### config.mk
export PLATFORM = sky130hd
export DESIGN_NAME = revgate_lib_top
export DESIGN_NICKNAME = d
export VERILOG_FILES = /design/src/rtl/revgate_pkg.sv /design/src/rtl/rev_gate.sv /design/src/rtl/rev_full_adder.sv /design/src/rtl/revgate_lib_top.sv
export SDC_FILE = /design/constraint.sdc
export NUM_CORES = 1
export LEC_CHECK = 0
export ABC_AREA = 1
export CAP_MARGIN = 30
export CORE_MARGIN = 1.5
export CORE_UTILIZATION = 30
export DETAILED_ROUTE_END_ITERATION = 6
export DONT_BUFFER_PORTS = 1
export PLACE_DENSITY = 0.55
export SYNTH_ARGS = -nofsm -noshare
export SYNTH_HDL_FRONTEND = slang
export SYNTH_HIERARCHICAL = 1
export SYNTH_SLANG_ARGS = --single-unit
### constraint.sdc
create_clock -name vclk -period 1.45
set_input_delay 0.145 -clock vclk [all_inputs]
set_output_delay 0.145 -clock vclk [all_outputs]
set_load 0.02 [all_outputs]
### src/rtl/revgate_pkg.sv
`timescale 1ns/1ps
package revgate_pkg;

  typedef enum logic [1:0] {
    GK_CNOT  = 2'd0,
    GK_CSWAP = 2'd1,
    GK_TSG   = 2'd2,
    GK_SAYEM = 2'd3
  } gate_kind_e;

  function automatic int gate_width(input gate_kind_e k);
    case (k)
      GK_CNOT:  return 2;
      GK_CSWAP: return 3;
      default:  return 4;
    endcase
  endfunction

  // 2-wire controlled inverter; its own inverse
  function automatic logic [1:0] cnot_map(input logic [1:0] v);
    logic a, b;
    {a, b} = v;
    return {a, a ^ b};
  endfunction

  // 3-wire controlled exchange; its own inverse
  function automatic logic [2:0] cswap_map(input logic [2:0] v);
    logic a, b, c;
    {a, b, c} = v;
    return {a, (~a & b) ^ (a & c), (~a & c) ^ (a & b)};
  endfunction

  function automatic logic [3:0] tsg_map(input logic [3:0] v);
    logic a, b, c, d, q;
    {a, b, c, d} = v;
    q = (~a & ~c) ^ ~b;
    return {a, q, q ^ d, (q & d) ^ ((a & b) ^ c)};
  endfunction

  function automatic logic [3:0] tsg_unmap(input logic [3:0] w);
    logic p, q, r, s, d, t, b, c;
    {p, q, r, s} = w;
    d = q ^ r;
    t = s ^ (q & d);
    if (p) begin
      b = ~q;
      c = t ^ b;
    end else begin
      c = t;
      b = q ^ t;
    end
    return {p, b, c, d};
  endfunction

  function automatic logic [3:0] sayem_map(input logic [3:0] v);
    logic a, b, c, d, q;
    {a, b, c, d} = v;
    q = (~a & b) ^ (a & c);
    return {a, q, q ^ d, (a & b) ^ (~a & c) ^ d};
  endfunction

  function automatic logic [3:0] sayem_unmap(input logic [3:0] w);
    logic p, q, r, s, d, u;
    {p, q, r, s} = w;
    d = q ^ r;
    u = s ^ d;
    return {p, p ? u : q, p ? q : u, d};
  endfunction

endpackage

### src/rtl/rev_gate.sv
`timescale 1ns/1ps
module rev_gate
  import revgate_pkg::*;
#(
  parameter gate_kind_e KIND    = GK_CNOT,
  parameter bit         INVERSE = 1'b0,
  localparam int        W       = gate_width(KIND)
) (
  input  logic [W-1:0] x,
  output logic [W-1:0] y
);

  generate
    if (KIND == GK_CNOT) begin : g_cnot
      assign y = cnot_map(x);
    end else if (KIND == GK_CSWAP) begin : g_cswap
      assign y = cswap_map(x);
    end else if (KIND == GK_TSG) begin : g_tsg
      if (INVERSE) begin : g_inv
        assign y = tsg_unmap(x);
      end else begin : g_fwd
        assign y = tsg_map(x);
      end
    end else begin : g_sayem
      if (INVERSE) begin : g_inv
        assign y = sayem_unmap(x);
      end else begin : g_fwd
        assign y = sayem_map(x);
      end
    end
  endgenerate

endmodule

### src/rtl/rev_full_adder.sv
`timescale 1ns/1ps
module rev_full_adder
  import revgate_pkg::*;
(
  input  logic a,
  input  logic b,
  input  logic cin,
  output logic sum,
  output logic cout,
  output logic junk_copy,
  output logic junk_prop
);

  localparam logic TIE_C = 1'b0;  // constant input fixing the adder mode

  logic [3:0] gate_in;
  logic [3:0] gate_out;

  assign gate_in = {a, b, TIE_C, cin};

  rev_gate #(.KIND(GK_TSG), .INVERSE(1'b0)) i_tsg (
    .x (gate_in),
    .y (gate_out)
  );

  assign junk_copy = gate_out[3];
  assign junk_prop = gate_out[2];
  assign sum       = gate_out[1];
  assign cout      = gate_out[0];

endmodule

### src/rtl/revgate_lib_top.sv
`timescale 1ns/1ps
module revgate_lib_top
  import revgate_pkg::*;
(
  input  logic [1:0] cnot_in,
  output logic [1:0] cnot_fwd,
  output logic [1:0] cnot_back,
  input  logic [2:0] cswap_in,
  output logic [2:0] cswap_fwd,
  output logic [2:0] cswap_back,
  input  logic [3:0] tsg_in,
  output logic [3:0] tsg_fwd,
  output logic [3:0] tsg_back,
  input  logic [3:0] say_in,
  output logic [3:0] say_fwd,
  output logic [3:0] say_back,
  input  logic       fa_a,
  input  logic       fa_b,
  input  logic       fa_cin,
  output logic       fa_sum,
  output logic       fa_cout,
  output logic       fa_junk_copy,
  output logic       fa_junk_prop
);

  rev_gate #(.KIND(GK_CNOT),  .INVERSE(1'b0)) i_cnot_f  (.x(cnot_in),   .y(cnot_fwd));
  rev_gate #(.KIND(GK_CNOT),  .INVERSE(1'b1)) i_cnot_b  (.x(cnot_fwd),  .y(cnot_back));
  rev_gate #(.KIND(GK_CSWAP), .INVERSE(1'b0)) i_cswap_f (.x(cswap_in),  .y(cswap_fwd));
  rev_gate #(.KIND(GK_CSWAP), .INVERSE(1'b1)) i_cswap_b (.x(cswap_fwd), .y(cswap_back));
  rev_gate #(.KIND(GK_TSG),   .INVERSE(1'b0)) i_tsg_f   (.x(tsg_in),    .y(tsg_fwd));
  rev_gate #(.KIND(GK_TSG),   .INVERSE(1'b1)) i_tsg_b   (.x(tsg_fwd),   .y(tsg_back));
  rev_gate #(.KIND(GK_SAYEM), .INVERSE(1'b0)) i_say_f   (.x(say_in),    .y(say_fwd));
  rev_gate #(.KIND(GK_SAYEM), .INVERSE(1'b1)) i_say_b   (.x(say_fwd),   .y(say_back));

  rev_full_adder i_fa (
    .a         (fa_a),
    .b         (fa_b),
    .cin       (fa_cin),
    .sum       (fa_sum),
    .cout      (fa_cout),
    .junk_copy (fa_junk_copy),
    .junk_prop (fa_junk_prop)
  );

endmodule

# Word level (Yosys, flattened, before mapping)
# Index checks and enable logic that the tools add are counted.
[totals]
mem_bits_rw = 0
output_inout_bits = 30
rom_bits = 0
word_cells = 53
reg_bits = 0
memories = 0
latchBits = 0
[op_classes]
mul = 0
n_reduce_logical = 0
eq_ne = 0
n_div = 0
shift = 0
mux = 4
n_bitwise = 49
order_cmp = 0
n_addsub = 0
[op_table]
columns = ["cell", "n"]
rows = [
  ["1-bit XOR", 23],
  ["1-bit AND", 18],
  ["1-bit inverter", 8],
  ["1-bit two-way mux", 4],
]

# Depth between registers and ports, before layout
# Gate-level depths: netlist of run 1.
[depth]
ltp_word = 9
mapped_depth = 12
ltp_nobuf = 12

# By module
# The synthesis of run 1 kept the hierarchy.
[modules_own_cells]
columns = ["mod", "seq_area_each_um2", "instances", "area_per_inst_um2", "cells_per_inst"]
rows = [
  ["rev_gate (i_fa.i_tsg ...)", 0.0, 2, 76.3, 15],
  ["rev_gate (i_tsg_b)", 0.0, 1, 100.1, 20],
  ["rev_gate (i_say_b)", 0.0, 1, 86.3, 17],
  ["rev_gate (i_say_f)", 0.0, 1, 86.3, 20],
  ["rev_gate (i_cswap_b ...)", 0.0, 2, 33.8, 8],
  ["rev_gate (i_cnot_b ...)", 0.0, 2, 26.3, 6],
  ["rev_full_adder", 0.0, 1, 3.8, 1],
]

# Worst setup path before layout of run 1
# No wires, ideal clock.
[synth_path]
path_type = "input -> output"
start = "input port tsg_in[1]"
end = "output port tsg_back[1]"
path_slack_ns = -0.577
arrival_ns = 1.882
required_ns = 1.305
path_buffers = 0
path_stages = 11
cell_sequence = "nor2_1 > xnor2_1 > ha_1 > inv_1 > nand2_1 > nand3_1 > nand2_1 > inv_1 > nand2_2 > o211ai_1 > nand2_1"
[synth_between]
elab_cells_between_ends = 13
[synth_rtl]
columns = ["element", "line_no", "source"]
rows = [
  ["start: declaration", "revgate_lib_top.sv:11", "input logic [3:0] tsg_in,"],
  ["1-bit inverter (*)", "revgate_pkg.sv:36", "q = (~a & ~c) ^ ~b;"],
  ["1-bit AND (*)", "revgate_pkg.sv:36", ""],
  ["1-bit XOR (*)", "revgate_pkg.sv:36", ""],
  ["via tsg_fwd[2]", "revgate_lib_top.sv:12", "output logic [3:0] tsg_fwd,"],
  ["1-bit AND (*)", "revgate_pkg.sv:37", "return {a, q, q ^ d, (q & d) ^ ((a & b) ^ c)};"],
  ["1-bit XOR (*)", "revgate_pkg.sv:37", ""],
  ["via tsg_fwd[0]", "revgate_lib_top.sv:12", ""],
  ["1-bit XOR (*)", "revgate_pkg.sv:44", "t = s ^ (q & d);"],
  ["1-bit XOR", "revgate_pkg.sv:47", "c = t ^ b;"],
  ["1-bit two-way mux (*)", "revgate_pkg.sv:45", "if (p) begin"],
  ["end: declaration", "revgate_lib_top.sv:13", "output logic [3:0] tsg_back,"],
]
# The timed path passes the listed nets; every way through them passes the cells marked *.

# Worst setup path after layout of run 1
[layout_path]
start = "input port tsg_in[1]"
end = "output port tsg_back[1]"
[layout_between]
elab_chain_len = 9
elab_cells_between_ends = 13
[layout_rtl]
columns = ["element", "line_no", "source"]
rows = [
  ["1-bit inverter", "revgate_pkg.sv:36", ""],
  ["1-bit AND", "revgate_pkg.sv:36", ""],
  ["1-bit XOR", "revgate_pkg.sv:36", ""],
  ["1-bit XOR", "revgate_pkg.sv:37", ""],
  ["1-bit XOR", "revgate_pkg.sv:43", "d = q ^ r;"],
  ["1-bit AND", "revgate_pkg.sv:44", ""],
  ["1-bit XOR", "revgate_pkg.sv:44", ""],
  ["1-bit XOR", "revgate_pkg.sv:47", ""],
  ["1-bit two-way mux (*)", "revgate_pkg.sv:45", ""],
]
# Mark *: on every way between the ends. The rest lies on a longest branch, timed or not.

==> results of run 1 <==
cell families (layout without fill, tap and decap cells):
family / count (synthesis) / after routing
compound gates: 1 / 1
fa+ha+maj: 3 / 3
buf+inv: 34 / 31
xor+xnor: 2 / 2
other cells: 1 / 4
simple gates: 75 / 75
Yosys cell counts:
cell | instances | area [µm²]
nand3_1 | 13 | 65.1
buf_4 | 9 | 67.6
inv_2 | 2 | 7.51
ha_1 | 3 | 37.5
conb_1 | 1 | 3.75
nand2_2 | 4 | 25.0
o211ai_1 | 1 | 7.51
nand3b_2 | 1 | 11.3
nor2_1 | 2 | 7.51
inv_1 | 23 | 86.3
xnor2_1 | 2 | 17.5
nand2_1 | 54 | 203
nand3_2 | 1 | 10.0
worst min path at each step:
stage	slack, ns	cells past startpoint	end
6_report	0.29	0	tsg_fwd[3]
5_1_grt	0.29	0	fa_junk_copy
4_1_cts	0.29	0	fa_junk_copy
3_5_place_dp	0.29	0	fa_junk_copy
3_3_place_gp	0.29	0	fa_junk_copy
2_1_floorplan	0.40	1	tsg_fwd[2]
layer usage:
| metal | vias to the layer above | global-route usage [%] | wire, µm |
|---|---|---|---|
| met5 | - | 0 | 0 |
| met3 | 0 | 1.19 | 88 |
| met2 | 21 | 20.6 | 616 |
| met4 | 0 | 1.14 | 0 |
| met1 | 252 | 9.65 | 411 |
| li1 | 329 | - | - |
worst max-delay path, cell delays in order:
cell	delay, ns
nor2_4	0.13
xnor2_4	0.10
ha_4	0.27
inv_2	0.04
ha_4	0.16
inv_2	0.05
nand2_2	0.06
nand2_2	0.07
nand3_1	0.08
nand2_2	0.12
layout make-up:
class	count	area (µm²)
timing repair buffer	6	45.0
tap	25	31.3
multi-input combinational	85	473
inverter	25	93.8
fill	208	1080
power by group through the flow:
stage / logic, mW / registers, mW / clock network, mW
finish: 0.344 / 0 / 0
global route: 0.377 / 0 / 0
CTS: 0.348 / 0 / 0
detailed placement: 0.347 / 0 / 0
global placement: 0.340 / 0 / 0
floorplan: 0.334 / 0 / 0
layout by cell type (no fill, tap or decap):
cell / netlist / routed
ha_1: 3 / 1
nor2_1: 2 / 1
buf_4: 9 / 6
o211ai_1: 1 / 1
nor2_4: 0 / 1
inv_1: 23 / 19
xnor2_4: 0 / 1
nand2_2: 4 / 8
conb_1: 1 / 4
nand2_4: 0 / 1
xnor2_1: 2 / 1
nand3_1: 13 / 12
nand3b_2: 1 / 1
ha_4: 0 / 2
nand2_1: 54 / 49
inv_2: 2 / 6
nand3_2: 1 / 2
stage by stage:
stage | std cells | power, mW
after floorplan | 119 | 0.334
after global placement | 141 | 0.340
after detailed placement | 141 | 0.347
after CTS | 141 | 0.348
after global routing | 141 | 0.377
final | 141 | 0.344
repair_timing:
action / in CTS / in global routing
resized for setup: 0 / 1
hold buffers: 0 / 0
endpoints found under the setup margin: 0 / 1
setup buffers: 0 / 0
==> run metrics, run 1 <==
Peak VDD IR 197 µV; CP Capture Type primary output; Via density 4.27; Crit path required time 1.31 ns; P per Cell Area 534 nW/µm²; Sw Share 66.7%; sequential-to-total area share from yosys stat 0%; Synth Area in XOR/XNOR 3.19%; DRT Pass-1 Iters 3; crit path kind input port to primary output; Starting Density 31.8%; Seq cells 0; chip width 45.8 µm; cells after synthesis 116; crit path DAT 1.23 ns; diodes inserted 0; WL/cell 7.92 µm; clk_buf instances 0; HP Class input port to primary output; pin count of the biggest net entering global routing 11; Max Cap Viol 0; Synth Area in Compound Gates 1.37%; Fin Setup TNS 0 ns; share of layout cells above drive strength 1 24.1%; worst setup path end tsg_back[1]; Synth-to-Final Area Change 17.1%; row cnt 15; first-pass GRT wire length 1.61 mm; Post-Synth Simple-Gate Area 58.5%; syn_area_per_cell 4.74 µm²; clock network fraction of design power 0%; post-route design area 643 µm²; Util after Layout 37.2%; Total Routing Usage GR 9.58%; mux share of post-synthesis cell area 0%; RSZ-0062 raised after global routing false; worst hold slack 0.290 ns; net switching power 0.229 mW; number of antenna violations at the first check in global routing 0; dpl cell area 641 µm²; Die Y 45.8 µm; synthesized cell area 549 µm²; Fin. Hold Viols 0; core area 1730 µm²; vias in the first global route 480; Placer Congestion 0.649; outcome finished, final reports clean; sequential power share 0%; combinational family with the most area after synthesis simple AND/OR/NAND/NOR gates; Highest Clock Rate 730 MHz; CP Launch Point tsg_in[1]; YS warnings 6; num ports 46; Sequential cell area 0 µm²; final period utilization 94.5%; Slew Limit Fails 0; Iter 0 DRT Violations 6; Setup crit start kind input port; Leak 0.403 nW; fin nets 137; die area 2100 µm²; GRT Residual Overflow 0; DRC 0; Worst Path Max Fanout 4; WL final 1.12 mm; hold wc startpoint tsg_in[3]; antenna-violating nets left 0; Netlist cell types 13; combinational power share 100.0%; Int Pwr 0.114 mW; Setup-failing EPs final 0; pre-CTS setup slack 0.0651 ns; Via Count 602; Final min period 1.37 ns; Buffers on Ports 0; Adder-Cell Fraction of Synth Area 6.83%; Setup WS post-layout 0.0795 ns; HPWL after DPL 1.03 mm
No activity file was read; power rests on OpenSTA's default activity.
==> inputs of run 2 (changes only) <==
Settings changed: CORE_AREA from default to 2 2 39 41, CORE_MARGIN 1.5 to default, CORE_UTILIZATION 30 to default, DIE_AREA from default to 0 0 41 43, PLACE_DENSITY 0.55 to 0.48, SYNTH_HIERARCHICAL 1 to default.
==> run 2 against run 1 <==
Final area shrank 61%; power down 65%; non-clock buffer count shrank 4; synthesized cell count down 48%; synthesized area is 43% lower; final cell count decreased by 57%; sequential cell count unchanged; die area shrank 16%; utilization decreased by 19 points; largest power group unchanged; via count shrank 54%; largest cell class unchanged.
==> run metrics, run 2 <==
CP Capture Type primary output; Total Routing Usage GR 6.01%; Setup WS post-layout 0.219 ns; Setup crit start kind input port; DRC 0; post-synth top area share 25.3%; Peak VDD IR 126 µV; Worst Max-Slew Pin Slew 0.444 ns; final period utilization 84.9%; most common cell in the netlist nand2_1; cells after synthesis 60; fillcell total 160; Crit path required time 1.31 ns; fin nets 66; diodes inserted 0; RSZ-0062 raised after global routing false; WHS Path Cells 0; Leak 0.153 nW; YS warnings 0; Sequential cell area 0 µm²; crit path kind input port to primary output; GRT Residual Overflow 0; Starting Density 22.5%; commonest non-fill, non-tap cell in the layout nand2_1; chip width 41 µm; HP Class input port to primary output; Netlist cell types 14; Placer Congestion 0.619; die area 1760 µm²; WL/cell 10.4 µm; hold wc startpoint cswap_in[1]; clk_buf instances 0; Iter 0 DRT Violations 5; antenna-violating nets left 0; Buffers on Ports 0; Highest Clock Rate 812 MHz; cts hold-fix bufs 0; buffer count from post-CTS setup fixing 0; Fin. Hold Viols 0; DRT Pass-1 Iters 4; ranking of synthesized cells by area nand2_1 25%, buf_4 22%, clkbuf_1 9.6%, ha_1 8.0%, nand3_1 8.0%; Util after Layout 18.0%; WHS Endpoint cswap_back[1]; num ports 46; Die Y 43 µm; share of layout cells above drive strength 1 8.89%; sequential-to-total area share from yosys stat 0%; most area-hungry cell type in the Yosys netlist nand2_1; number of antenna violations at the first check in global routing 0; Via density 4.57; Worst Path Max Fanout 6; most frequent cells in the layout 21 x nand2_1, 5 x nand3_1, 4 x inv_1; Setup-failing EPs final 0; Seq cells 0; row cnt 14; first-pass GRT wire length 779 µm; Final min period 1.23 ns; slew margin rel. 70.5%; Synth-to-Final Area Change -20.1%; Max Cap Viol 0; most frequent cells after synthesis 21 x nand2_1, 9 x buf_4, 8 x clkbuf_1, 5 x nand3_1, 4 x inv_1; HPWL after DPL 572 µm; crit path DAT 1.09 ns; synthesized cell area 312 µm²; syn_area_per_cell 5.19 µm²; core area 1380 µm²; vias in the first global route 210; net count after synthesis 79; Via Count 279; outcome finished, final reports clean; # resized after CTS 0; Fin Setup TNS 0 ns; WL final 634 µm; pre-CTS setup slack 0.219 ns; pin count of the biggest net entering global routing 7; Slew Limit Fails 0; P per Cell Area 484 nW/µm²
==> run 2: per-stage QoR <==
| step | std cells | hold WS, ns | instance area (µm²) | power (mW) |
|---|---|---|---|---|
| 2_1_floorplan | 60 | 0.403 | 312 | 0.164 |
| 3_3_place_gp | 61 | 0.290 | 249 | 0.120 |
| 3_5_place_dp | 61 | 0.290 | 249 | 0.122 |
| 4_1_cts | 61 | 0.290 | 249 | 0.122 |
| 5_1_grt | 61 | 0.290 | 249 | 0.133 |
| 6_report | 61 | 0.290 | 249 | 0.120 |
==> run 2: worst max-delay path by stage <==
stage / startpoint / endpoint / cells after the start
after floorplan: tsg_in[1] / tsg_back[0] / 6
after global placement: tsg_in[1] / tsg_fwd[0] / 7
after detailed placement: tsg_in[1] / tsg_fwd[0] / 7
after CTS: tsg_in[1] / tsg_fwd[0] / 7
after global routing: tsg_in[1] / tsg_fwd[0] / 7
final: tsg_in[1] / tsg_fwd[0] / 7
==> run 2: logic make-up (layout without fill, tap and decap cells) <==
kind of cell,count (synthesis),count (layout),synth area share [%]
compound gates,4,4,6.42
xor+xnor,1,1,2.81
fa+ha+maj,3,3,14.5
buf+inv,23,8,38.6
simple gates,29,29,37.8
==> run 2: critical path, cell delays in order <==
cell     delay [ns]
o21ai_1        0.18
nand2_1        0.08
ha_1           0.19
or2_1          0.22
nand2_1        0.06
nand2_1        0.04
nand2_1        0.17
==> run 2: area by class of cell <==
type,count,area [µm²],area share (%)
inverters,6,22.5,9.05
multi-input cells,37,191,76.9
well taps,16,20.0,8.04
repair buffers,2,15.0,6.03
==> run 2: metal layers <==
| layer | global-route usage, % | vias up | share of wire (%) |
|---|---|---|---|
| met5 | 0 | - | 0 |
| met4 | 0 | 0 | 0 |
| met3 | 0 | 0 | 14 |
| met2 | 13.8 | 21 | 56 |
| met1 | 5.10 | 120 | 30 |
| li1 | - | 138 | - |
==> run 2: report_power, final <==
group	total [mW]	switching (mW)	internal, mW
logic	0.120	0.0841	0.0363
registers	0	0	0
clock network	0	0	0
total	0.120	0.0841	0.0363
==> inputs of run 3 (changes only) <==
Settings changed: PLACE_DENSITY 0.48 to 0.49.
Clock period 1.45 ns to 1 ns, I/O delays scaled along.
==> run 3 against run 2 <==
Routed wire length decreased by 8.2%; global-route usage is 0.71 points lower; largest cell class unchanged; final area increased by 22%; worst hold slack worse by 0.090 ns; critical path type unchanged; critical path depth unchanged; critical endpoint unchanged; via count is 5.7% higher.
==> run metrics, run 3 (synthesis results as in run 2) <==
HPWL after DPL 524 µm; Worst Path Max Fanout 6; crit path DAT 0.90 ns; outcome finished, final reports clean; Synth-to-Final Area Change -2.81%; pin count of the biggest net entering global routing 7; WL final 582 µm; post-route insts no fill 64; CP Capture Type primary output; Critical-path top delay cell or2_1; antenna-violating nets left 0; Sequential cell area 0 µm²; Fin. Hold Viols 0; num ports 46; Leak 0.169 nW; Iter 0 DRT Violations 0; Via Count 295; slew margin rel. 70.0%; crit path kind input port to primary output; Peak VDD IR 153 µV; WL/cell 9.09 µm; Setup WS post-layout 0.00281 ns; most frequent cells in the layout 18 x nand2_1, 5 x nand3_1, 5 x buf_4; fillcell total 163; Setup crit start kind input port; first-pass GRT wire length 717 µm; diodes inserted 0; HP Class input port to primary output; Via density 4.61; core area 1380 µm²; Max Cap Viol 0; P per Cell Area 654 nW/µm²; commonest non-fill, non-tap cell in the layout nand2_1; cts hold-fix bufs 0; post-route design area 303 µm²; CP Launch Point tsg_in[1]; Starting Density 22.5%; Buffers on Ports 0; DRC 0; share of layout cells above drive strength 1 25.0%; DRT Pass-1 Iters 1; Slew Limit Fails 0; Worst Max-Slew Pin Slew 0.451 ns; Highest Clock Rate 1000 MHz; Overall Power 0.198 mW; Crit path required time 0.90 ns; GRT Residual Overflow 0; chip width 41 µm; clk_buf instances 0; die area 1760 µm²; dpl cell area 300 µm²; pre-CTS setup slack -0.0113 ns; hold wc startpoint say_in[3]; Setup-failing EPs final 0; Seq cells 0; fin nets 69; final period utilization 99.7%; number of antenna violations at the first check in global routing 0; row cnt 14; CP peak stage delay 0.21 ns; Die Y 43 µm; Fin Setup TNS 0 ns; cell breakdown of the critical path o21ai_4 -> nand2_2 -> ha_4 -> or2_1 -> nand2_1 -> nand2_1 -> nand2_2; Util after Layout 21.9%; WHS Path Cells 0; placed cells 64; Final min period 0.997 ns; worst hold slack 0.200 ns; vias in the first global route 216; RSZ-0062 raised after global routing true; Placer Congestion 0.570; buffer count from post-CTS setup fixing 0; Total Routing Usage GR 5.29%
run 3: cell count changes in the layout (fill, tap and decap cells not counted):
cell,change
buf_4,+3
ha_1,-1
ha_4,+1
nand2_1,-3
nand2_2,+3
o21ai_1,-1
o21ai_4,+1
run 3: power breakdown:
part / internal (mW) / switching [mW] / leakage (nW)
clock: 0 / 0 / 0
sequential: 0 / 0 / 0
combinational: 0.0701 / 0.128 / 0.169
total: 0.0701 / 0.128 / 0.169
run 3: area by class of cell:
type	instances	area [µm²]	share of cell area (%)
inverters	6	22.5	7.44
well taps	16	20.0	6.61
multi-input cells	37	223	73.6
repair buffers	5	37.5	12.4
run 3: worst max-delay path: cells and delay by family:
family / cells / cell delay [ns]
AND/OR/NAND/NOR: 5 / 0.51
adder cells (fa/ha/maj): 1 / 0.15
AO/OA/AOI/OAI: 1 / 0.13
run 3: routing by layer:
| layer | global-route usage (%) | up-vias | wire length (µm) |
|---|---|---|---|
| li1 | - | 143 | - |
| met1 | 3.16 | 122 | 160 |
| met4 | 0.667 | 0 | 4 |
| met3 | 2.09 | 2 | 115 |
| met5 | 0 | - | 0 |
| met2 | 11.9 | 28 | 302 |
run 3: timing repair:
action / CTS / global route
gates resized for setup: 1 / 0
setup endpoints to repair: 2 / 2
pin swaps: 2 / 1
run 3: final timing paths:
| kind | slack (ns) | endpoint |
|---|---|---|
| worst max-delay path | 0.003 | tsg_fwd[0] |
| worst min-delay path | 0.20 | say_back[3] |
